==> src/rtl/egy_pkg.sv <==
package egy_pkg;
  typedef enum logic [1:0] {
    ACC_SIGNED = 2'd0,
    ACC_ABS    = 2'd1,
    ACC_POS    = 2'd2,
    ACC_NEG    = 2'd3
  } acc_mode_e;

  localparam int NUM_CH   = 3;
  localparam int CH_ACT   = 0;
  localparam int CH_REACT = 1;
  localparam int CH_APP   = 2;
endpackage

==> src/rtl/egy_mode_sel.sv <==
module egy_mode_sel #(
  parameter int PWR_W = 24
) (
  input  logic signed [PWR_W-1:0] pwr_i,
  input  logic        [1:0]       mode_i,
  output logic signed [PWR_W:0]   pwr_o
);
  import egy_pkg::*;

  logic signed [PWR_W:0] ext;
  logic                  neg;
  logic                  nz;

  assign ext = {pwr_i[PWR_W-1], pwr_i};
  assign neg = ext[PWR_W];
  assign nz  = (ext != '0);

  always_comb begin
    unique case (acc_mode_e'(mode_i))
      ACC_SIGNED: pwr_o = ext;
      ACC_ABS:    pwr_o = neg ? -ext : ext;
      ACC_POS:    pwr_o = (!neg && nz) ? ext : '0;
      ACC_NEG:    pwr_o = neg ? ext : '0;
      default:    pwr_o = ext;
    endcase
  end
endmodule

==> src/rtl/egy_noload.sv <==
module egy_noload #(
  parameter int PWR_W = 24,
  parameter int TMR_W = 16
) (
  input  logic                    clk_i,
  input  logic                    rst_ni,
  input  logic                    sample_i,
  input  logic signed [PWR_W-1:0] pwr_i,
  input  logic        [PWR_W-1:0] lvl_i,
  input  logic        [TMR_W-1:0] tmr_i,
  output logic                    drop_o,
  output logic                    nl_o
);
  logic signed [PWR_W:0] ext;
  logic        [PWR_W:0] mag;
  logic                  below;
  logic [TMR_W-1:0]      cnt_q, cnt_inc;
  logic                  reached;

  assign ext     = {pwr_i[PWR_W-1], pwr_i};
  assign mag     = ext[PWR_W] ? -ext : ext;
  assign below   = mag < {1'b0, lvl_i};
  assign cnt_inc = (&cnt_q) ? cnt_q : cnt_q + 1'b1;
  assign reached = (cnt_inc >= tmr_i);
  assign drop_o  = sample_i && below && reached;

  always_ff @(posedge clk_i or negedge rst_ni) begin
    if (!rst_ni) begin
      cnt_q <= '0;
      nl_o  <= 1'b0;
    end else if (sample_i) begin
      cnt_q <= below ? cnt_inc : '0;
      nl_o  <= below && reached;
    end
  end
endmodule

==> src/rtl/egy_window.sv <==
module egy_window #(
  parameter int WIN_W = 16
) (
  input  logic             clk_i,
  input  logic             rst_ni,
  input  logic             en_i,
  input  logic             base_i,
  input  logic             sample_i,
  input  logic             zx_i,
  input  logic [WIN_W-1:0] len_i,
  output logic             end_o
);
  logic [WIN_W-1:0] cnt_q;
  logic [WIN_W:0]   cnt_inc;
  logic             evt;

  assign evt     = en_i && (base_i ? zx_i : sample_i);
  assign cnt_inc = {1'b0, cnt_q} + 1'b1;
  // len 0 compares true on every event, so it behaves as 1
  assign end_o   = evt && (cnt_inc >= {1'b0, len_i});

  always_ff @(posedge clk_i or negedge rst_ni) begin
    if (!rst_ni)     cnt_q <= '0;
    else if (end_o)  cnt_q <= '0;
    else if (evt)    cnt_q <= cnt_inc[WIN_W-1:0];
  end
endmodule

==> src/rtl/egy_chan.sv <==
module egy_chan #(
  parameter int PWR_W = 24,
  parameter int EGY_W = 32
) (
  input  logic                    clk_i,
  input  logic                    rst_ni,
  input  logic                    add_i,
  input  logic signed [PWR_W:0]   pwr_i,
  input  logic                    end_i,
  input  logic                    overwrite_i,
  input  logic                    clr_i,
  output logic signed [EGY_W-1:0] egy_o
);
  localparam int EXT_W = EGY_W - PWR_W - 1;

  logic signed [EGY_W-1:0] acc_q, contrib, sum_sat, tot_sat;
  logic        [EGY_W:0]   sum_w, tot_w;

  function automatic logic signed [EGY_W-1:0] sat(input logic [EGY_W:0] v);
    if (v[EGY_W] != v[EGY_W-1])
      sat = v[EGY_W] ? {1'b1, {(EGY_W-1){1'b0}}} : {1'b0, {(EGY_W-1){1'b1}}};
    else
      sat = v[EGY_W-1:0];
  endfunction

  assign contrib = add_i ? {{EXT_W{pwr_i[PWR_W]}}, pwr_i} : '0;
  assign sum_w   = {acc_q[EGY_W-1], acc_q} + {contrib[EGY_W-1], contrib};
  assign sum_sat = sat(sum_w);
  assign tot_w   = {egy_o[EGY_W-1], egy_o} + {sum_sat[EGY_W-1], sum_sat};
  assign tot_sat = sat(tot_w);

  always_ff @(posedge clk_i or negedge rst_ni) begin
    if (!rst_ni) begin
      acc_q <= '0;
      egy_o <= '0;
    end else begin
      acc_q <= end_i ? '0 : sum_sat;
      if (end_i)     egy_o <= (overwrite_i || clr_i) ? sum_sat : tot_sat;
      else if (clr_i) egy_o <= '0;
    end
  end
endmodule

==> src/rtl/egy_accum_top.sv <==
module egy_accum_top #(
  parameter int PWR_W = 24,
  parameter int EGY_W = 32,
  parameter int WIN_W = 16,
  parameter int TMR_W = 16
) (
  input  logic                    clk_i,
  input  logic                    rst_ni,
  input  logic                    sample_vld_i,
  input  logic signed [PWR_W-1:0] act_pwr_i,
  input  logic signed [PWR_W-1:0] react_pwr_i,
  input  logic signed [PWR_W-1:0] app_pwr_i,
  input  logic                    zx_i,
  input  logic                    egy_en_i,
  input  logic [1:0]              act_mode_i,
  input  logic [1:0]              react_mode_i,
  input  logic                    win_base_i,
  input  logic [WIN_W-1:0]        win_len_i,
  input  logic                    overwrite_i,
  input  logic                    rd_clr_en_i,
  input  logic [PWR_W-1:0]        act_nl_lvl_i,
  input  logic [PWR_W-1:0]        react_nl_lvl_i,
  input  logic [PWR_W-1:0]        app_nl_lvl_i,
  input  logic [TMR_W-1:0]        nl_tmr_i,
  input  logic                    rd_i,
  input  logic [1:0]              rd_sel_i,
  output logic signed [EGY_W-1:0] rd_data_o,
  output logic signed [EGY_W-1:0] act_egy_o,
  output logic signed [EGY_W-1:0] react_egy_o,
  output logic signed [EGY_W-1:0] app_egy_o,
  output logic                    egy_rdy_o,
  output logic                    act_nl_o,
  output logic                    react_nl_o,
  output logic                    app_nl_o
);
  import egy_pkg::*;

  logic signed [PWR_W-1:0] pwr_a  [NUM_CH];
  logic        [PWR_W-1:0] lvl_a  [NUM_CH];
  logic        [1:0]       mode_a [NUM_CH];
  logic signed [EGY_W-1:0] egy_a  [NUM_CH];
  logic        [NUM_CH-1:0] nl_a;
  logic                    win_end;

  assign pwr_a[CH_ACT]   = act_pwr_i;
  assign pwr_a[CH_REACT] = react_pwr_i;
  assign pwr_a[CH_APP]   = app_pwr_i;
  assign lvl_a[CH_ACT]   = act_nl_lvl_i;
  assign lvl_a[CH_REACT] = react_nl_lvl_i;
  assign lvl_a[CH_APP]   = app_nl_lvl_i;
  assign mode_a[CH_ACT]   = act_mode_i;
  assign mode_a[CH_REACT] = react_mode_i;
  assign mode_a[CH_APP]   = ACC_SIGNED;

  egy_window #(.WIN_W(WIN_W)) u_win (
    .clk_i    (clk_i),
    .rst_ni   (rst_ni),
    .en_i     (egy_en_i),
    .base_i   (win_base_i),
    .sample_i (sample_vld_i),
    .zx_i     (zx_i),
    .len_i    (win_len_i),
    .end_o    (win_end)
  );

  for (genvar g = 0; g < NUM_CH; g++) begin : g_ch
    logic signed [PWR_W:0] shaped;
    logic                  drop;
    logic                  clr;

    assign clr = rd_i && rd_clr_en_i && (rd_sel_i == 2'(g));

    egy_mode_sel #(.PWR_W(PWR_W)) u_mode (
      .pwr_i  (pwr_a[g]),
      .mode_i (mode_a[g]),
      .pwr_o  (shaped)
    );

    egy_noload #(.PWR_W(PWR_W), .TMR_W(TMR_W)) u_nl (
      .clk_i    (clk_i),
      .rst_ni   (rst_ni),
      .sample_i (sample_vld_i),
      .pwr_i    (pwr_a[g]),
      .lvl_i    (lvl_a[g]),
      .tmr_i    (nl_tmr_i),
      .drop_o   (drop),
      .nl_o     (nl_a[g])
    );

    egy_chan #(.PWR_W(PWR_W), .EGY_W(EGY_W)) u_chan (
      .clk_i       (clk_i),
      .rst_ni      (rst_ni),
      .add_i       (sample_vld_i && egy_en_i && !drop),
      .pwr_i       (shaped),
      .end_i       (win_end),
      .overwrite_i (overwrite_i),
      .clr_i       (clr),
      .egy_o       (egy_a[g])
    );
  end

  always_ff @(posedge clk_i or negedge rst_ni) begin
    if (!rst_ni) egy_rdy_o <= 1'b0;
    else         egy_rdy_o <= win_end;
  end

  always_comb begin
    unique case (rd_sel_i)
      2'd0:    rd_data_o = egy_a[CH_ACT];
      2'd1:    rd_data_o = egy_a[CH_REACT];
      2'd2:    rd_data_o = egy_a[CH_APP];
      default: rd_data_o = '0;
    endcase
  end

  assign act_egy_o   = egy_a[CH_ACT];
  assign react_egy_o = egy_a[CH_REACT];
  assign app_egy_o   = egy_a[CH_APP];
  assign act_nl_o    = nl_a[CH_ACT];
  assign react_nl_o  = nl_a[CH_REACT];
  assign app_nl_o    = nl_a[CH_APP];
endmodule

==> config.mk <==
export PLATFORM = sky130hd
export DESIGN_NAME = egy_accum_top
export DESIGN_NICKNAME = d
export VERILOG_FILES = /design/src/rtl/egy_pkg.sv /design/src/rtl/egy_mode_sel.sv /design/src/rtl/egy_noload.sv /design/src/rtl/egy_window.sv /design/src/rtl/egy_chan.sv /design/src/rtl/egy_accum_top.sv
export SDC_FILE = /design/constraint.sdc
export NUM_CORES = 1
export LEC_CHECK = 0
export CAP_MARGIN = 0
export CORE_MARGIN = 2
export CORE_UTILIZATION = 60
export CTS_CLUSTER_DIAMETER = 30
export DETAILED_ROUTE_END_ITERATION = 6
export DONT_BUFFER_PORTS = 1
export PLACE_DENSITY = 0.79
export SETUP_SLACK_MARGIN = 0.2
export SLEW_MARGIN = 20
export SYNTH_ARGS = -nofsm -noshare
export SYNTH_HDL_FRONTEND = slang
export SYNTH_SLANG_ARGS = --single-unit
==> constraint.sdc <==
create_clock -name clk_i -period 8.6 [get_ports clk_i]
set_input_delay 0.43 -clock clk_i [delete_from_list [all_inputs] [get_ports clk_i]]
set_output_delay 0.43 -clock clk_i [all_outputs]
set_load 0.01 [all_outputs]
==> results by group, run 1 <==
Floorplanning
  • Die Y: 224 um
  • Die W: 224 um
  • Rows: 80
  • Initial core utilization: 60.9%
  • I/O pin count: 323

Logic synthesis
  • Simple-gate portion of the synthesized area: 19.5%
  • Sequential area share after synthesis: 22.4%
  • Post-synth EDFFs: 0
  • Synth Area in Adders: 14.7%
  • Main combinational cell family by area after synthesis: compound AO/OA/AOI/OAI gates
  • Cell count after synthesis: 3,738
  • Async set or reset register ratio after synthesis: 100%
  • Post-synth net total: 4,267
  • Fraction of the mapped netlist area in compound gates: 27.9%
  • Main synth FF type: dfrtp_1
  • Flop and latch count out of synthesis: 260
  • Multiplexer share of the synthesized area: 1.77%
  • Synth Area in XOR/XNOR: 8.46%
  • Count of cell types in the netlist: 101
  • Mapped Avg Cell Area: 7.78 um^2
  • Synth warn: 0
  • Cell Area, Synth: 29,100 um^2

Place
  • IO buf count: 0
  • Post-Place Worst Slack: -1.02 ns
  • GP Congestion: 1.02
  • HPWL after DPL: 84.0 mm

Clock tree
  • Clock buffer depth: 3
  • Root buffer cell: clkbuf_16
  • Clock sinks: 260
  • H-tree levels: 3
  • CTS buffer count: 72

Run status
  • Run status: stopped before the end
  • Error: [ERROR GRT-0232] Routing congestion too high. Check the congestion heatmap in the GUI.
  • Stop stage: global routing

Timing
  • Worst EP Category: register input
  • GRT worst endpoint: g_ch[1].u_chan.egy_o[16]$_DFFE_PN0P_/D

GRT
  • Largest net degree at the start of global routing: 261
  • Overall routing resource usage: 72.4%
  • GRT overflow: 8
==> kinds of logic after synthesis <==
kind of cell,Yosys count
compound gates,1245
simple gates,1175
buf+inv,388
fa+ha+maj,339
xor+xnor,281
flops,260
mux,50
==> synth_stat cells, drive strengths merged (64+ instances only) <==
master  number  area share (%)
inv        229             3.0
nor3        66             1.1
nor2       280             3.6
clkbuf     119             1.5
o21ai      307             5.3
dfrtp      260              22
a21o       123             3.2
xnor2      189             5.7
nand2      362             4.7
ha         332              14
a22oi       64             1.7
a21oi      329             5.8
and2       102             2.2
xor2        92             2.8
nand3       80             1.4
==> what timing repair did <==
item	CTS
hold buffers	4
resized for setup	223
setup endpoints to repair	96
endpoints found under the hold margin	301
cloned	12
setup buffers	66
pin swaps	81
==> routing by layer <==
metal	global-route usage, %	GRT overflow
met2	89.5	2
met4	68.1	6
met1	71.3	0
met3	59.2	0
met5	36.1	0
==> metrics by stage <==
stage          hold slack, ns  instances  TNS [ns]  area, um^2  utilization (%)
4_1_cts               0.00240       5299         0       41100             86.1
3_3_place_gp            0.143       5084    -46.47       36700             76.9
2_1_floorplan           0.134       3738     -5.68       29900                -
3_5_place_dp            0.140       5084    -64.13       36700             76.9
==> run 2: changes to the inputs <==
--- a/config.mk
+++ b/config.mk
@@ -7,12 +7,10 @@
 export LEC_CHECK = 0
 export CAP_MARGIN = 0
 export CORE_MARGIN = 2
-export CORE_UTILIZATION = 60
-export CTS_CLUSTER_DIAMETER = 30
+export CORE_UTILIZATION = 40
 export DETAILED_ROUTE_END_ITERATION = 6
 export DONT_BUFFER_PORTS = 1
-export PLACE_DENSITY = 0.79
-export SETUP_SLACK_MARGIN = 0.2
+export PLACE_DENSITY_LB_ADDON = 0.15
 export SLEW_MARGIN = 20
 export SYNTH_ARGS = -nofsm -noshare
 export SYNTH_HDL_FRONTEND = slang
==> constraint.sdc (replaced) <==
create_clock -name clk_i -period 11.18 [get_ports clk_i]
set_input_delay 0.559 -clock clk_i [delete_from_list [all_inputs] [get_ports clk_i]]
set_output_delay 0.559 -clock clk_i [all_outputs]
set_load 0.01 [all_outputs]
==> run 2 against run 1 <==
- the flow now finishes, with violations (negative hold slack)
- synthesized cell count unchanged
- area after synthesis unchanged
==> results by group, run 2 <==
Critical path
  • Largest stage delay on the critical path: 0.59 ns
  • CP startpoint kind: input port
  • Arr. time, crit path: 11.06 ns
  • R2R depth: 37
  • Max FO, Critical Path: 14
  • Top cell by count, worst path: a21o_1
  • CP endpoint kind: flop
  • Worst EP required: 11.64 ns
  • WS Path Type: in -> reg
  • Reg2Reg Launch Point: g_ch[2].u_nl.cnt_q[8]
  • RR Endpoint: g_ch[2].u_chan.egy_o[25]
  • R2R setup slack: 0.85 ns
  • Worst path slowest cell: or4_1

Clock tree
  • Clk Latency, worst-skew pair: 0.56 ns
  • Clock buffer depth: 3
  • CTS tree: yes
  • Clock sinks: 260
  • Worst-path clk slew: 0.06 ns
  • Root buffer cell: clkbuf_16
  • H-tree levels: 2
  • CTS buffer count: 36

Timing
  • Worst-margin pin slew: 1.04 ns
  • Setup TNS: 0 ns
  • Final Hold Fails: 36
  • Slew Viols, Final: 0
  • Setup WS post-layout: 0.586 ns
  • Final setup viols: 0
  • Crit path time final: 10.59 ns
  • Worst hold slack: -0.0540 ns
  • Unrepaired setup endpoints after global routing: false
  • Final Skew: 0.0257 ns
  • Slew HR: 29.9%
  • Max Fclk: 94.4 MHz
  • Fin crit share: 94.8%

Place
  • IO buf count: 0
  • HPWL after DPL: 79.5 mm
  • Dpl cell area: 30,100 um^2
  • GP Congestion: 0.946
  • Post-Place Worst Slack: 0.145 ns

Power
  • Switching power: 3.12 mW
  • Peak VDD IR: 0.160 mV
  • Final Power: 6.58 mW
  • Cell internal pwr: 3.47 mW
  • Leak pwr: 14.6 nW
  • Clock power frac: 17.7%
  • Sequential share of power: 20.1%
  • PwrDens: 210 nW/um^2
  • Sw Ratio: 47.3%
  • Logic pwr share: 62.2%

Worst hold path
  • Tightest Hold Check Type: in -> async

Logic synthesis
  • Synth warn: 0
  • Flop and latch count out of synthesis: 260
  • Mapped Avg Cell Area: 7.78 um^2
  • Sequential area share after synthesis: 22.4%
  • Post-synth net total: 4,267
  • Count of cell types in the netlist: 101
  • Post-synth top cells: 362 x nand2_1, 332 x ha_1, 319 x a21oi_1
  • Cell Area, Synth: 29,100 um^2
  • Post-synth EDFFs: 0
  • Async set or reset register ratio after synthesis: 100%
  • Cell count after synthesis: 3,738
  • Post-synth top area share: 22.4%
  • Most area-hungry cell type in the Yosys netlist: dfrtp_1
  • Top cells by area, synth: dfrtp_1 22%, ha_1 14%, xnor2_1 5.7%
  • Top-count cell post-synth: nand2_1
  • Main synth FF type: dfrtp_1

Routing
  • DR vias: 27,300
  • Post-route ant nets: 0
  • Pre-antenna DRT Iters: 6
  • Avg WL per Cell: 21.6 um
  • Initial DRC Count: 1,858
  • Vias/cell: 5.86
  • DRC: 0
  • Final wirelength: 100 mm

Run status
  • Failing checks: negative hold slack
  • Run status: finished, violations left

GRT
  • First-pass GRT wire length: 155 mm
  • Largest net degree at the start of global routing: 261
  • Vias in the first global route: 26,000
  • Initial antenna violation count: 1
  • Overall routing resource usage: 26.2%
  • GRT overflow: 0

Finish
  • Final core utilization: 43.8%
  • Most frequent cells in the layout: 361 x nand2_1, 332 x ha_1, 319 x a21oi_1, 276 x nor2_1, 273 x o21ai_0
  • Fin nets: 4,216
  • Share of layout cells above drive strength 1: 5.47%
  • Top Registers: g_ch.u_chan.acc_q (96), g_ch.u_chan.egy_o (96), g_ch.u_nl.cnt_q (48)
  • Most common cell after layout, fill and taps aside: nand2_1
  • Area Overhead vs Synth: 7.98%
  • Post-route design area: 31,400 um^2

Floorplanning
  • Die W: 274 um
  • Initial core utilization: 40.5%
  • Rows: 98
  • Core region area: 71,700 um^2
  • Die area: 74,900 um^2
  • I/O pin count: 323
  • Die Y: 274 um

Job
  • Maxcap violations: 0
==> run 2: area by class of cell <==
type | instances | area, um^2
fill | 7354 | 40300
sequential | 260 | 6510
multi-input combinational | 3090 | 21100
timing repair buffer | 69 | 558
clock buffer | 54 | 1080
inverter | 230 | 863
tap | 950 | 1190
clock inverter | 5 | 75.1
antenna | 1 | 2.50
==> run 2: power by group through the flow <==
stage / clock network [mW] / registers [mW] / logic (mW)
final: 1.17 / 1.33 / 4.09
after global routing: 1.22 / 1.35 / 4.54
after CTS: 1.19 / 1.33 / 4.05
after detailed placement: 0 / 1.34 / 4.00
after global placement: 0 / 1.34 / 4.01
after floorplan: 0 / 1.28 / 3.07
==> run 2: worst max path at each step <==
| stage | startpoint | end | slack, ns | cells after the start |
|---|---|---|---|---|
| after floorplan | act_pwr_i[2] | g_ch[0].u_chan.egy_o[26] | 1.21 | 43 |
| after global placement | react_pwr_i[3] | g_ch[1].u_chan.egy_o[3] | 0.19 | 38 |
| after detailed placement | react_pwr_i[3] | g_ch[1].u_chan.egy_o[3] | 0.15 | 38 |
| after CTS | react_pwr_i[3] | g_ch[1].u_chan.egy_o[3] | 0.66 | 38 |
| after global routing | act_pwr_i[2] | g_ch[0].u_chan.egy_o[29] | 0.04 | 38 |
| final | act_pwr_i[2] | g_ch[0].u_chan.egy_o[29] | 0.59 | 38 |
==> run 2: routing by layer <==
| layer | global-route usage [%] | routed length [um] | up-vias |
|---|---|---|---|
| met4 | 5.38 | 1750 | 0 |
| met5 | 0 | 0 | - |
| met1 | 37.0 | 46600 | 13000 |
| li1 | - | - | 13500 |
| met3 | 5.30 | 7810 | 81 |
| met2 | 41.3 | 44300 | 784 |
==> run 2: logic make-up (layout without fill, tap and decap cells) <==
kind of cell	after synthesis	count (layout)	synth area share, %
flops	260	260	22.4
other cells	0	1	0
simple gates	1175	1175	19.5
fa+ha+maj	339	339	14.7
buf+inv	388	358	5.25
mux	50	50	1.77
xor+xnor	281	281	8.46
compound gates	1245	1245	27.9
==> run 2: metrics by stage <==
stage / hold WS [ns] / instances
floorplan: 0.263 / 3738
global placement: 0.274 / 4597
detailed placement: 0.276 / 4597
CTS: 0.0738 / 4657
global route: 0.00842 / 4658
finish: -0.0540 / 4659
==> run 2: worst max-delay path: cells and delay by family <==
family	cells	cell delay, ns
buffers and inverters	2	0.32
AND/OR/NAND/NOR	8	2.24
adder cells (fa/ha/maj)	3	0.99
AO/OA/AOI/OAI	23	6.46
multiplexers	1	0.31
XOR/XNOR	1	0.15
==> run 2: repair_timing <==
action	CTS	global route
buffers inserted	0	0
endpoints found under the setup margin	0	34
endpoints found under the hold margin	260	0
hold buffers	1	0
resized for setup	0	6
No activity file was read; power rests on OpenSTA's default activity.
